## src/rtl/ahb_link_ser.sv

```systemverilog
module ahb_link_ser #(
  parameter int AW    = 32,
  parameter int DW    = 32,
  parameter int LINES = 10
) (
  input  logic                    clk,
  input  logic                    rst_n,
  input  logic                    cfg_dual,
  input  logic [1:0]              hsel,
  input  logic [1:0][1:0]         htrans,
  input  logic [1:0][AW-1:0]      haddr,
  input  logic [1:0]              hwrite,
  input  logic [1:0][2:0]         hsize,
  input  logic [1:0][DW-1:0]      hwdata,
  output logic [1:0]              hready,
  output logic [1:0]              hresp,
  output logic [1:0][DW-1:0]      hrdata,
  output logic [2*LINES-1:0]      tx_data,
  output logic [1:0]              tx_vld,
  input  logic [2*LINES-1:0]      rx_data,
  input  logic [1:0]              rx_vld
);

  localparam int WS  = 2 * LINES;
  localparam int WD  = LINES;
  localparam int HB  = AW + DW + 4;
  localparam int FW  = ((HB + WS - 1) / WS) * WS;
  localparam int NBS = FW / WS;
  localparam int NBD = FW / WD;
  localparam int CW  = $clog2(NBD);

  typedef enum logic [2:0] {IDLE, DPH, SEND, RESP, DONE} st_t;

  logic          dual_q;
  logic [CW-1:0] last;

  always_ff @(posedge clk)
    if (!rst_n) dual_q <= cfg_dual;

  assign last = dual_q ? CW'(NBD - 1) : CW'(NBS - 1);

  for (genvar p = 0; p < 2; p++) begin : g_port
    localparam bit PA = (p == 0);
    st_t           st;
    logic [CW-1:0] cnt;
    logic [FW-1:0] tsr;
    logic [FW-1:0] rsr;
    logic          en, take, snd;
    logic [WD-1:0] rx_half;

    assign en      = PA || dual_q;
    assign take    = en && hsel[p] && (htrans[p] inside {2'b10, 2'b11}) && hready[p];
    assign rx_half = rx_data[p*WD +: WD];
    assign snd     = (st == SEND);

    assign hready[p] = (st == IDLE) || (st == DONE);
    assign hresp[p]  = (st == DONE) && rsr[DW];
    assign hrdata[p] = rsr[DW-1:0];

    always_ff @(posedge clk) begin
      if (!rst_n) begin
        st  <= IDLE;
        cnt <= '0;
        tsr <= '0;
        rsr <= '0;
      end else begin
        case (st)
          IDLE, DONE: begin
            if (take) begin
              st  <= DPH;
              tsr <= FW'({hsize[p], hwrite[p], {DW{1'b0}}, haddr[p]});
            end else begin
              st <= IDLE;
            end
          end
          DPH: begin
            tsr[AW +: DW] <= hwdata[p];
            cnt           <= '0;
            st            <= SEND;
          end
          SEND: begin
            tsr <= dual_q ? (tsr >> WD) : (tsr >> WS);
            if (cnt == last) begin
              cnt <= '0;
              st  <= RESP;
            end else begin
              cnt <= cnt + 1'b1;
            end
          end
          RESP: begin
            if (rx_vld[p]) begin
              rsr <= dual_q ? {rx_half, rsr[FW-1:WD]} : {rx_data, rsr[FW-1:WS]};
              if (cnt == last) begin
                cnt <= '0;
                st  <= DONE;
              end else begin
                cnt <= cnt + 1'b1;
              end
            end
          end
          default: st <= IDLE;
        endcase
      end
    end
  end

  assign tx_data = dual_q ? {g_port[1].tsr[WD-1:0], g_port[0].tsr[WD-1:0]}
                          : g_port[0].tsr[WS-1:0];
  assign tx_vld  = {g_port[1].snd, g_port[0].snd};

endmodule

```

## config.mk

```make
export PLATFORM = sky130hd
export DESIGN_NAME = ahb_link_ser
export DESIGN_NICKNAME = d
export VERILOG_FILES = /design/src/rtl/ahb_link_ser.sv
export SDC_FILE = /design/constraint.sdc
export NUM_CORES = 1
export LEC_CHECK = 0
export CORE_ASPECT_RATIO = 0.75
export CORE_UTILIZATION = 48
export DETAILED_ROUTE_END_ITERATION = 8
export MAX_ROUTING_LAYER = met4
export PLACE_DENSITY = 0.73
export SETUP_SLACK_MARGIN = 0.2
export SYNTH_ARGS = -nofsm -noshare
export SYNTH_HDL_FRONTEND = slang
export SYNTH_SLANG_ARGS = --single-unit
export TNS_END_PERCENT = 50
```

## constraint.sdc

```tcl
create_clock -name clk -period 1.6 [get_ports clk]
set_clock_uncertainty 0.1 [all_clocks]
set_input_delay 0.24 -clock clk [delete_from_list [all_inputs] [get_ports clk]]
set_output_delay 0.24 -clock clk [all_outputs]
set_load 0.01 [all_outputs]
```

==> out/metrics.cfg <==
[floorplan]
initial_core_util=0.493
die_x_um=206
row_count=55
io_pins=257
dieArea_sq_um=31900
die_height_um=155
fp.coreArea_sq_um=30400

[final_layout]
fin_area_sq_um=21100
multi_input_comb_area_sq_um=8080
fin_nets=1970
drive_above_1_share=0.339
area_growth_pct=40.5
regArea_sq_um=6290
fillers=2222

[global_routing]
grt_util_all_layers=0.289
grt_pass1_vias=12509
grt_overflow=0
grt_max_degree=69
grt_pass1_wl_um=71200
antenna_found_initial=4

[logic_synthesis]
async_flop_share=0
synth_top_area_cell=dfxtp_1
yosys_warnings=0
ys_seq_area_frac=0.413
synth_nets=1714
synth_cells=1545
syn-mean-instance-area_sq_um=9.70
synthFlopType=dfxtp_1
yosysTopAreaCellShare=0.411
ys_types=56
ys_seq_elements=309
syn-cell-area_sq_um=15000
netlist_top_cells_area=dfxtp_1 41%, mux2i_1 13%, a211oi_1 7.6%, mux2_2 6.8%, buf_4 4.2%
synth_edf_count=1

[placed_design]
portBuffers=254
hpwl_um=28000
dp_slack_ps=-305
place_area_sq_um=17900
gp_congestion=0.907

[status]
outcome=finished, violations left
violations=setup timing

[critical_path]
critPathKind=flop to flop
cp_num_cells=8
reg2reg_from=dual_q
critPathTopFamily=buffers and inverters
critPathRequiredTime_ps=1990
crit_end=g_port[1].tsr[49]
slowest_stage=edfxtp_1
crit_path_max_fanout=9
startpoint=dual_q
rr_endpoint=g_port[1].tsr[49]
crit_path_end_kind=flop
cp.arrival_ps=2380
startpoint_type=flop
cpPeakStageDelay_ps=390
path_buf_inv=5
crit_path_cell_trace=buf_4 -> buf_8 -> and3_4 -> buf_4 -> a2111oi_4 -> buf_6 -> clkbuf_16 -> o2bb2ai_2
crit_path_frequent_cell=buf_4
rrSetupSlack_ps=-390
ff2ff_path_depth=8

[pwr]
vdd_drop_max_mv=0.755
power.density_nw_per_um2=927
leakagePower_nw=8.01

[clock_network]
tritoncts=done
clock_path_buffers=3
clock-sinks=309
cts.clk_slew.worst_paths_ps=70
clock_latency_ps=570
htree_levels=1
clockRootBuffer=clkbuf_16
cts_buffers=31

[route]
vias=13195
drc=0
post_drt_wl_per_cell_um=21.4
detail-route-antenna-nets=0
via_per_inst=5.93
drt_iter0_markers=990
wirelength_um=47600
drt_pass1_iterations=8

[timing]
fmax_mhz=503
slew_viol_final=0
slew_headroom=0.445
fin_hold_ws_ps=44.4
finalCritPeriodShare=1.24
min_period_ps=1990
finalWorstSetupSlack_ps=-390
rsz0062_at_grt=true
hold_viol_final=0
tightest_slew_ps=831
finalSetupViolCount=302

[hold_path]
hold_path.class=input port to flop

[run]
cap_violations=0

==> logic make-up after synthesis <==
kind of cell,count (synthesis),share of synthesized area
xor gates and xnor gates,3,0.00175
DFF,309,0.413
adders and majority gates,2,0.00167
AOI/OAI and AO/OA,390,0.198
buffers and inverters,233,0.0869
muxes,288,0.200
and+or+nand+nor,320,0.0988
==> cell type report <==
cell class | instances | area share
antenna | 4 | 0.000475
sequential | 309 | 0.299
inverter | 5 | 0.00149
multi-input combinational | 1004 | 0.384
tap | 399 | 0.0237
timing repair buffer | 450 | 0.237
clock buffer | 36 | 0.0401
clock inverter | 20 | 0.0146
==> cells in the mapped netlist, drive strengths merged (3+ instances only) <==
cell type / number
dfxtp: 308
mux2i: 198
buf: 154
nor2: 154
a211oi: 152
mux2: 90
clkbuf: 74
nor3: 66
o2bb2ai: 58
a21oi: 45
o22ai: 42
nand2: 39
a22oi: 36
nand3: 17
a22o: 16
o211ai: 16
a32o: 7
nand4: 7
inv: 5
nand2b: 5
nor2b: 5
o21ai: 5
and3: 4
and3b: 4
a2111oi: 3
nand4bb: 3
o31ai: 3
or3b: 3
xnor2: 3
==> per-stage QoR <==
| step | total power, mW | setup TNS [ps] | utilization | cells |
|---|---|---|---|---|
| 3_5_place_dp | 10.6 | -51700 | 0.587 | 2065 |
| 3_3_place_gp | 10.6 | -42710 | 0.587 | 2065 |
| 5_1_grt | 20.1 | -81920 | 0.692 | 2227 |
| 4_1_cts | 19.3 | -55340 | 0.675 | 2208 |
| 2_1_floorplan | 9.65 | -2330 | - | 1545 |
| 6_report | 19.5 | -66100 | 0.692 | 2227 |
==> power by group <==
| group | total [mW] | switching [mW] | internal (mW) | leakage [nW] |
|---|---|---|---|---|
| combinational | 3.16 | 1.41 | 1.75 | 4.90 |
| sequential | 8.10 | 0.190 | 7.91 | 2.54 |
| clock | 8.27 | 3.22 | 5.04 | 0.574 |
==> per-layer routing <==
layer	routed length [um]	up-vias	share of wire	global-route usage
met3	3500	87	0.074	0.0532
met5	0	-	0	-
met4	1260	0	0.027	0.0865
met1	21700	6311	0.46	0.403
met2	21100	566	0.44	0.423
li1	-	6231	-	-
==> worst min-delay path by stage <==
stage | startpoint | end | slack [ps] | cells after the start
2_1_floorplan | cfg_dual | dual_q | 240 | 0
3_3_place_gp | g_port[1].tsr[14] | g_port[1].tsr[14] | 340 | 1
3_5_place_dp | g_port[1].tsr[1] | g_port[1].tsr[1] | 340 | 1
4_1_cts | rst_n | g_port[0].st[2] | 20 | 4
5_1_grt | rst_n | g_port[0].st[2] | 40 | 4
6_report | rst_n | g_port[0].st[2] | 40 | 4
==> cell usage in the layout, fill, tap and decap left out, drive strengths merged, types with 4 or more instances in the layout <==
| master | count |
|---|---|
| dfxtp | 308 |
| buf | 276 |
| mux2i | 198 |
| clkdlybuf4s50 | 163 |
| nor2 | 154 |
| a211oi | 152 |
| mux2 | 90 |
| nor3 | 66 |
| o2bb2ai | 58 |
| a21oi | 45 |
| clkbuf | 42 |
| o22ai | 42 |
| nand2 | 39 |
| a22oi | 36 |
| nand3 | 17 |
| o211ai | 16 |
| a22o | 16 |
| clkinv | 11 |
| bufinv | 8 |
| a32o | 7 |
| nand4 | 7 |
| o21ai | 5 |
| nand2b | 5 |
| nor2b | 5 |
| inv | 5 |
| diode | 4 |
| bufbuf | 4 |
| and3 | 4 |
| and3b | 4 |
==> repair_timing <==
action | 4_1_cts | 5_1_grt
cloned | 26 | 7
resized for setup | 587 | 54
endpoints found under the hold margin | 4 | 0
buffers inserted | 60 | 8
hold buffers | 1 | 0
pin swaps | 99 | 58
setup endpoints to repair | 398 | 376
==> state kept, by name (all words and copies together), names as in the netlist <==
| signal | count |
|---|---|
| dual_q | 1 |
| g_port.tsr | 136 |
| g_port.st | 6 |
| g_port.rsr | 160 |
| g_port.cnt | 6 |
==> worst min-delay path: cells and delay by family <==
kind / cells / cell delay (ps)
buf+inv: 2 / 320
simple gates: 2 / 110
Power figures use the tool's default switching activity.
